<file path="src/rtl/enc_timer_pkg.sv">
package enc_timer_pkg;

  localparam int ADDR_W = 3;

  localparam logic [ADDR_W-1:0] ADDR_CTRL   = 3'd0;
  localparam logic [ADDR_W-1:0] ADDR_CFG    = 3'd1;
  localparam logic [ADDR_W-1:0] ADDR_RELOAD = 3'd2;
  localparam logic [ADDR_W-1:0] ADDR_CMP    = 3'd3;
  localparam logic [ADDR_W-1:0] ADDR_COUNT  = 3'd4;
  localparam logic [ADDR_W-1:0] ADDR_STATUS = 3'd5;
  localparam logic [ADDR_W-1:0] ADDR_CLEAR  = 3'd6;

  typedef enum logic [1:0] {
    POL_RISE  = 2'd0,
    POL_FALL  = 2'd1,
    POL_BOTH  = 2'd2,
    POL_BOTH2 = 2'd3
  } pol_e;

  // Strobes and settings handed from control to datapath
  typedef struct packed {
    logic clearCount;
    logic countEn;
    logic quadMode;
    pol_e pol;
  } ctl_s;

endpackage

</file>
<file path="src/rtl/enc_timer_ack.sv">
module enc_timer_ack #(
  parameter int DELAY = 3
) (
  input  logic clk,
  input  logic rstN,
  input  logic setReq,
  input  logic clrReq,
  output logic flag
);

  logic [DELAY-1:0] stage;

  generate
    if (DELAY == 1) begin : g_single
      always_ff @(posedge clk or negedge rstN) begin
        if (!rstN) stage <= '0;
        else       stage <= setReq;
      end
    end else begin : g_chain
      always_ff @(posedge clk or negedge rstN) begin
        if (!rstN) stage <= '0;
        else       stage <= {stage[DELAY-2:0], setReq};
      end
    end
  endgenerate

  // The delayed request wins over a clear arriving in the same cycle
  always_ff @(posedge clk or negedge rstN) begin
    if (!rstN) flag <= 1'b0;
    else       flag <= (flag & ~clrReq) | stage[DELAY-1];
  end

endmodule

</file>
<file path="src/rtl/enc_timer_ctrl.sv">
module enc_timer_ctrl
  import enc_timer_pkg::*;
#(
  parameter int WIDTH     = 16,
  parameter int ACK_DELAY = 3
) (
  input  logic              clk,
  input  logic              rstN,
  input  logic              wrEn,
  input  logic [ADDR_W-1:0] wrAddr,
  input  logic [WIDTH-1:0]  wrData,
  input  logic [ADDR_W-1:0] rdAddr,
  output logic [WIDTH-1:0]  rdData,
  input  logic [WIDTH-1:0]  count,
  output ctl_s              ctl,
  output logic [WIDTH-1:0]  reloadVal
);

  logic             enable;
  logic             running;
  logic             quadMode;
  pol_e             pol;
  logic [WIDTH-1:0] cmpVal;
  logic             reloadOk;
  logic             cmpOk;

  logic wrCtrl, wrCfg, wrReload, wrCmp, wrClear;
  logic reloadAcc, cmpAcc;

  always_comb begin
    wrCtrl    = wrEn && (wrAddr == ADDR_CTRL);
    wrCfg     = wrEn && (wrAddr == ADDR_CFG);
    wrReload  = wrEn && (wrAddr == ADDR_RELOAD);
    wrCmp     = wrEn && (wrAddr == ADDR_CMP);
    wrClear   = wrEn && (wrAddr == ADDR_CLEAR);
    reloadAcc = wrReload && enable;
    cmpAcc    = wrCmp && enable;
  end

  always_ff @(posedge clk or negedge rstN) begin
    if (!rstN) begin
      enable    <= 1'b0;
      running   <= 1'b0;
      quadMode  <= 1'b0;
      pol       <= POL_RISE;
      reloadVal <= '1;
      cmpVal    <= '0;
    end else begin
      if (wrCtrl) begin
        enable  <= wrData[0];
        // start only honoured when enable was set before this write
        running <= wrData[0] & enable & (wrData[1] | running);
      end
      if (wrCfg && !enable) begin
        quadMode <= wrData[0];
        pol      <= pol_e'(wrData[2:1]);
      end
      if (reloadAcc) reloadVal <= wrData;
      if (cmpAcc)    cmpVal    <= wrData;
    end
  end

  always_comb begin
    ctl.clearCount = wrCtrl && wrData[0] && !enable;
    ctl.countEn    = running;
    ctl.quadMode   = quadMode;
    ctl.pol        = pol;
  end

  enc_timer_ack #(.DELAY(ACK_DELAY)) u_ackReload (
    .clk    (clk),
    .rstN   (rstN),
    .setReq (reloadAcc),
    .clrReq (wrClear && wrData[0]),
    .flag   (reloadOk)
  );

  enc_timer_ack #(.DELAY(ACK_DELAY)) u_ackCmp (
    .clk    (clk),
    .rstN   (rstN),
    .setReq (cmpAcc),
    .clrReq (wrClear && wrData[1]),
    .flag   (cmpOk)
  );

  always_comb begin
    rdData = '0;
    case (rdAddr)
      ADDR_CTRL:   rdData[1:0] = {running, enable};
      ADDR_CFG:    rdData[2:0] = {pol, quadMode};
      ADDR_RELOAD: rdData      = reloadVal;
      ADDR_CMP:    rdData      = cmpVal;
      ADDR_COUNT:  rdData      = count;
      ADDR_STATUS: rdData[1:0] = {cmpOk, reloadOk};
      default:     rdData      = '0;
    endcase
  end

endmodule

</file>
<file path="src/rtl/enc_timer_decode.sv">
module enc_timer_decode
  import enc_timer_pkg::*;
(
  input  logic [1:0] rise,
  input  logic [1:0] fall,
  input  logic [1:0] lvl,
  input  logic       quadMode,
  input  pol_e       pol,
  output logic       stepUp,
  output logic       stepDn
);

  // index 0 is input A, index 1 is input B
  logic useRise, useFall;
  logic upA, dnA, upB, dnB;

  always_comb begin
    useRise = (pol != POL_FALL);
    useFall = (pol != POL_RISE);

    upA = (useRise & rise[0] & ~lvl[1]) | (useFall & fall[0] &  lvl[1]);
    dnA = (useRise & rise[0] &  lvl[1]) | (useFall & fall[0] & ~lvl[1]);
    upB = (useRise & rise[1] &  lvl[0]) | (useFall & fall[1] & ~lvl[0]);
    dnB = (useRise & rise[1] & ~lvl[0]) | (useFall & fall[1] &  lvl[0]);

    if (quadMode) begin
      stepUp = (upA | upB) & ~(dnA | dnB);
      stepDn = (dnA | dnB) & ~(upA | upB);
    end else begin
      stepUp = (useRise & rise[0]) | (useFall & fall[0]);
      stepDn = 1'b0;
    end
  end

endmodule

</file>
<file path="src/rtl/enc_timer_datapath.sv">
module enc_timer_datapath
  import enc_timer_pkg::*;
#(
  parameter int WIDTH       = 16,
  parameter int SYNC_STAGES = 2
) (
  input  logic             clk,
  input  logic             rstN,
  input  logic             encA,
  input  logic             encB,
  input  ctl_s             ctl,
  input  logic [WIDTH-1:0] reloadVal,
  output logic [WIDTH-1:0] count
);

  localparam int NUM_IN = 2;

  logic [NUM_IN-1:0] pins;
  logic [NUM_IN-1:0] syncd;
  logic [NUM_IN-1:0] prev;
  logic [NUM_IN-1:0] rise;
  logic [NUM_IN-1:0] fall;
  logic              stepUp;
  logic              stepDn;

  assign pins = {encB, encA};

  generate
    for (genvar i = 0; i < NUM_IN; i++) begin : g_sync
      logic [SYNC_STAGES-1:0] chain;
      always_ff @(posedge clk or negedge rstN) begin
        if (!rstN) chain <= '0;
        else       chain <= {chain[SYNC_STAGES-2:0], pins[i]};
      end
      assign syncd[i] = chain[SYNC_STAGES-1];
    end
  endgenerate

  always_ff @(posedge clk or negedge rstN) begin
    if (!rstN) prev <= '0;
    else       prev <= syncd;
  end

  assign rise = syncd & ~prev;
  assign fall = ~syncd & prev;

  enc_timer_decode u_dec (
    .rise     (rise),
    .fall     (fall),
    .lvl      (syncd),
    .quadMode (ctl.quadMode),
    .pol      (ctl.pol),
    .stepUp   (stepUp),
    .stepDn   (stepDn)
  );

  always_ff @(posedge clk or negedge rstN) begin
    if (!rstN) begin
      count <= '0;
    end else if (ctl.clearCount) begin
      count <= '0;
    end else if (ctl.countEn) begin
      if (stepUp)
        count <= (count >= reloadVal) ? '0 : count + WIDTH'(1);
      else if (stepDn)
        count <= (count == '0) ? reloadVal : count - WIDTH'(1);
    end
  end

endmodule

</file>
<file path="src/rtl/enc_timer.sv">
module enc_timer
  import enc_timer_pkg::*;
#(
  parameter int WIDTH       = 16,
  parameter int ACK_DELAY   = 3,
  parameter int SYNC_STAGES = 2
) (
  input  logic              clk,
  input  logic              rstN,
  input  logic              wrEn,
  input  logic [ADDR_W-1:0] wrAddr,
  input  logic [WIDTH-1:0]  wrData,
  input  logic [ADDR_W-1:0] rdAddr,
  output logic [WIDTH-1:0]  rdData,
  input  logic              encA,
  input  logic              encB
);

  ctl_s             ctl;
  logic [WIDTH-1:0] reloadVal;
  logic [WIDTH-1:0] count;

  enc_timer_ctrl #(
    .WIDTH     (WIDTH),
    .ACK_DELAY (ACK_DELAY)
  ) u_ctrl (
    .clk       (clk),
    .rstN      (rstN),
    .wrEn      (wrEn),
    .wrAddr    (wrAddr),
    .wrData    (wrData),
    .rdAddr    (rdAddr),
    .rdData    (rdData),
    .count     (count),
    .ctl       (ctl),
    .reloadVal (reloadVal)
  );

  enc_timer_datapath #(
    .WIDTH       (WIDTH),
    .SYNC_STAGES (SYNC_STAGES)
  ) u_dp (
    .clk       (clk),
    .rstN      (rstN),
    .encA      (encA),
    .encB      (encB),
    .ctl       (ctl),
    .reloadVal (reloadVal),
    .count     (count)
  );

endmodule

</file>
<file path="config.mk">
export PLATFORM = sky130hd
export DESIGN_NAME = enc_timer
export DESIGN_NICKNAME = d
export VERILOG_FILES = /design/src/rtl/enc_timer_pkg.sv /design/src/rtl/enc_timer_ack.sv /design/src/rtl/enc_timer_ctrl.sv /design/src/rtl/enc_timer_decode.sv /design/src/rtl/enc_timer_datapath.sv /design/src/rtl/enc_timer.sv
export SDC_FILE = /design/constraint.sdc
export NUM_CORES = 1
export LEC_CHECK = 0
export ABC_AREA = 1
export CAP_MARGIN = 20
export CORE_MARGIN = 2
export CORE_UTILIZATION = 55
export CTS_CLUSTER_SIZE = 20
export DETAILED_ROUTE_END_ITERATION = 7
export GPL_TIMING_DRIVEN = 1
export PLACE_DENSITY_LB_ADDON = 0.05
export SLEW_MARGIN = 20
export SYNTH_ARGS = -nofsm -noshare
export SYNTH_HDL_FRONTEND = slang
export SYNTH_HIERARCHICAL = 1
export SYNTH_SLANG_ARGS = --single-unit
</file>
<file path="constraint.sdc">
create_clock -name clk -period 5.15 [get_ports clk]
set_input_delay 0.515 -clock clk [delete_from_list [all_inputs] [get_ports clk]]
set_output_delay 0.515 -clock clk [all_outputs]
set_load 0.01 [all_outputs]
</file>
---- Word-level counts from Yosys, hierarchy flattened ----
Cells that the tools add are included.
word-level totals
  register bits after elaboration ......... 67
  input bits .............................. 27
  output and inout bits ................... 16
  word-level logic and storage cells ...... 96
operators by class
  $add $sub $neg .......................... 2
  magnitude comparators ................... 1
  equal/unequal tests ..................... 10
  muxes and demuxes ....................... 11
  bitwise operators ....................... 38
  reduce and logical (&&, ||, !) cells .... 20
operators by type and width
  kind                                                                      number
  16-bit two-way mux                                                        6
  13-bit case mux with 3 select lines                                       1
  1-bit AND                                                                 18
  16-bit by 1-bit adder with 16-bit output (second input constant)          1
  16-bit greater-or-equal comparator                                        1
  16-bit logical NOT                                                        1
  16-bit by 1-bit subtractor with 16-bit output (second input constant)     1
  3-bit by 2-bit == test with 1-bit output (second input constant)          4
  1-bit logical AND                                                         12
  2-bit case mux with 6 select lines                                        1
  1-bit bitwise OR                                                          10
  3-bit == test (second input constant)                                     3
  3-bit by 1-bit == test with 1-bit output (second input constant)          2
  3-bit logical NOT                                                         2
  1-bit NOT                                                                 6
  2-bit AND                                                                 2
  2-bit NOT                                                                 2
  1-bit case mux with 4 select lines                                        1
  2-bit nonzero test                                                        2
  3-bit nonzero test                                                        1
  1-bit two-way mux                                                         2
  2-bit by 1-bit inequality test with 1-bit output (second input constant)  1
  2-bit AND reduction                                                       1
  1-bit logical NOT                                                         1

---- Depth between registers and ports, before layout ----
  word-level depth ........................ 13
  gate-level depth with buffers ........... 16
  mapped depth without buffers ............ 14

---- Cells and area by module ----
Netlist, hierarchy kept.
by module, submodules not included
  module              times used  cells each  area each (um^2)  seq. area each (um^2)
  enc_timer_datapath  1           438         2,693.8           550.5
  enc_timer_ctrl      1           270         2,033.2           945.9
  enc_timer_ack       2           8           115.1             100.1
  enc_timer_decode    1           28          128.9             0.0

---- Worst setup path before layout ----
OpenSTA, ideal clock, no wires.
  kind .................................... input-to-reg
  start ................................... in wrAddr[2]
  end ..................................... reg u_dp.count[7]
  library setup time ...................... 0.116 ns
  arrival ................................. 1.792 ns
  data required time ...................... 5.034 ns
  slack ................................... 3.241 ns
  stages on the path ...................... 11
  path buffers ............................ 1
  path through ............................ inv_1 > nand2_1 > nor3_1 > nand2_1 > nor2_1 > nor2_1 > inv_1 > clkbuf_1 > nor2_1 > nand2_1 > nand2_1
RTL lines
  element                 RTL line                  RTL
  start: declaration      enc_timer.sv:11           input logic [ADDR_W-1:0] wrAddr,
  end signal: assignment  enc_timer_datapath.sv:64  count <= (count >= reloadVal) ? '0 : count + WIDTH'(1);
  end signal: assignment  enc_timer_datapath.sv:66  count <= (count == '0) ? reloadVal : count - WIDTH'(1);
  end: declaration        enc_timer_datapath.sv:13  output logic [WIDTH-1:0] count

---- Worst setup path in the final report ----
  start ................................... in rdAddr[0]
  end ..................................... out rdData[11]
on the way
  word-level cells in the longest chain between the ends .. 2
  elaborated cells between the ends (all ways) .. 4
  classes of those cells .................. 3 x eq/ne; 1 x mux
RTL lines
  element                                                                           RTL line              RTL
  start: declaration                                                                enc_timer.sv:13       input logic [ADDR_W-1:0] rdAddr,
  3-bit == test / 3-bit by 2-bit == test with 1-bit output (equally long branches)  enc_timer_ctrl.sv:88  case (rdAddr)
  13-bit case mux with 3 select lines (*)                                           enc_timer_ctrl.sv:88
  end: declaration                                                                  enc_timer.sv:14       output logic [WIDTH-1:0] rdData,
Mark *: on every way between the ends. The rest lies on a longest branch, timed or not.

==> metrics.txt <==
FF-to-FF path depth=13; count leader, synth=nand2_1; R2R setup slack=2.46 ns; FF-to-FF End=u_dp/count[12]; Worst Max-Slew Pin Slew=0.848 ns; Post-CTS Resized=0; Max Cap Viol=0; Arrival @ worst endpoint=2.58 ns; Routed Antenna Nets=0; CTS tree=built; die height=100 um; Syn Inst Count=752; multiplexer share of the synthesized area=0; # placed instances=876; final WL=13100 um; Initial Utilization=0.558; Post-CTS Setup Repair Bufs=0; Leakage=2.80 nW; syn nets=798; Synth area leaders=dfrtp_1, nand2_1, dfstp_2; hold buffer count at cts=0; Post-Layout Cell Count=892; Hold WC Path Type=input port to async pin; initial antenna violation count=0; startpoint types=input port; Adder-Cell Fraction of Synth Area=0.0467; fin crit period=3.09 ns; RSZ-0062 raised after global routing=no; residual DRC count=0; Crit Path Category=input port to primary output; DP Area=0.00542 mm2; drt wl/cell=14.7 um; GRT Resource Usage Total=0.280; Inserted Clock Buffers=9; P&R area growth vs syn=10.6%; synthesized area=0.00509 mm2; Crit Path Max Fanout=16; Starting DRT DRC Count=361; Rel. slew slack=0.435; gp weighted congestion=0.921; status=finished clean; worst-case clock buffer depth=2; vias per std cell=5.43; Critical Path End Type=primary output; Fmax achieved=0.323 GHz; Setup TNS=0 ns; Layout Utilization=0.618; worst r2r src=u_dp/g_sync[0].chain[1]; clock sink total=67; H-tree levels=3; Synth Area in Compound Gates=0.0679; vias in the first global route=4557; VDD IR-drop max=187 uV; die area=0.0100 mm2; I/O Pins=43; pin count of the biggest net entering global routing=68; clock root buffer=clkbuf_8; FP Rows=35; Hold Vio Cnt, Final=0; FF+latch count, synth=67; Final Skew=0.00830 ns; fin crit share=0.601; ANT cells=0; Final Setup Violations=0; Yosys warning count=6; gr ovfl total=0; post-synthesis simple-gate area fraction=0.425; IO buf count=42; largest area contributor in the netlist=dfrtp_1; Avg Synthesized Cell Area=6.76 um2; die width=100 um; Synth top area share=0.251; number of synthesized flops with an enable pin=0; Clock Pin Slew Worst Setup and Hold Paths=0.08 ns; worst skew pair latency=0.35 ns; largest family of logic cells by synthesized area=simple AND/OR/NAND/NOR gates; top_reg_cell synth=dfrtp_1; sequential share of the synthesized area=0.334; CP Launch Point=rdAddr[0]; ys async rst share=1.00; Tot Pwr=2.67 mW; Final Max Tran Viols=0; final instance area=0.00563 mm2; CP Data Required Time=4.64 ns; Synth Area in XOR/XNOR=0.0207; first-pass GRT wire length=22300 um; # nets final=822; vias=4847; unique cell type count in the Yosys netlist=34; CORE AREA=0.00911 mm2; PwrDens=474 mW/mm2; commonest cells in the netlist=nand2_1, inv_1, nand3_1; DP HPWL=9600 um; drt pass-1 iters=5; layout cells sized above 1=0.104
[power breakdown]
group	total, mW	switching, mW	internal [mW]
clock network	0.456	0.217	0.239
registers	0.961	0.271	0.689
logic	1.25	0.788	0.462
[state kept, by name, summed over array words and instances, names as in the netlist]
name and count:
u_ctrl/pol 2, u_ctrl/u_ackCmp/flag 1, u_ctrl/enable 1, u_ctrl/u_ackReload/stage 3, u_ctrl/reloadVal 16, u_ctrl/cmpVal 16
u_dp/g_sync.chain 4, u_ctrl/running 1, u_ctrl/u_ackCmp/stage 3, u_dp/count 16, u_dp/prev 2, u_ctrl/u_ackReload/flag 1
u_ctrl/quadMode 1
[critical path: stages]
cell	delay, ns
clkdlybuf4s50_1	0.63
nor3_4	0.64
nand2_1	0.13
nand3_1	0.12
clkdlybuf4s50_1	0.54
[cell type report]
type,count,area (um2)
Clock buffer,11,141
Timing Repair Buffer,43,423
Inverter,82,313
Clock inverter,5,61.3
Multi-Input combinational cell,573,2850
Fill cell,877,3480
Tap cell,111,139
Sequential cell,67,1700
[how the worst max path moves through the flow]
stage / to / slack [ns]
global placement: rdData[2] / 2.09
CTS: rdData[11] / 2.04
detailed placement: rdData[11] / 2.05
global route: rdData[4] / 1.87
finish: rdData[11] / 2.06
floorplan: u_dp/count[7] / 3.24
[cell families (layout without fill, tap and decap cells)]
kind of cell             count (synthesis)  count (layout)
XOR/XNOR                                12              12
flip-flops                              67              67
AO/OA/AOI/OAI                           66              66
AND/OR/NAND/NOR                        476             476
buffers and inverters                  112             141
adder cells (fa/ha/maj)                 19              19
[layer usage]
| layer | GRT usage | routed length, um |
|---|---|---|
| met1 | 0.407 | 6330 |
| met2 | 0.433 | 5860 |
| met3 | 0.0327 | 739 |
| met4 | 0.102 | 182 |
| met5 | 0 | 0 |
[cells in the final DEF (no fill, tap or decap), types with 2 or more instances in the layout]
cell / netlist / layout
nor2_4: 9 / 9
nand3_1: 72 / 72
clkdlybuf4s50_1: 0 / 41
dfstp_2: 16 / 16
inv_2: 4 / 4
xor2_1: 12 / 12
nand2_1: 283 / 283
nand3b_1: 5 / 5
dfrtp_1: 51 / 51
nand4_1: 20 / 20
inv_1: 77 / 77
nor4_1: 2 / 2
ha_1: 19 / 19
nand2_2: 10 / 10
clkbuf_8: 0 / 10
nor3_4: 3 / 3
nand3_2: 5 / 5
nor2_1: 52 / 51
o21ai_0: 40 / 40
nor3_1: 3 / 3
a21oi_1: 20 / 20
o21ai_2: 3 / 3
clkinvlp_4: 0 / 3
nor2_2: 9 / 10
[per-stage QoR]
step	hold WS (ns)	setup WS (ns)
after floorplan	0.219	3.24
after global placement	0.334	2.09
after detailed placement	0.338	2.05
after CTS	0.348	2.04
after global routing	0.368	1.87
final	0.343	2.06
Note: power is estimated with default switching activity, not from simulation.
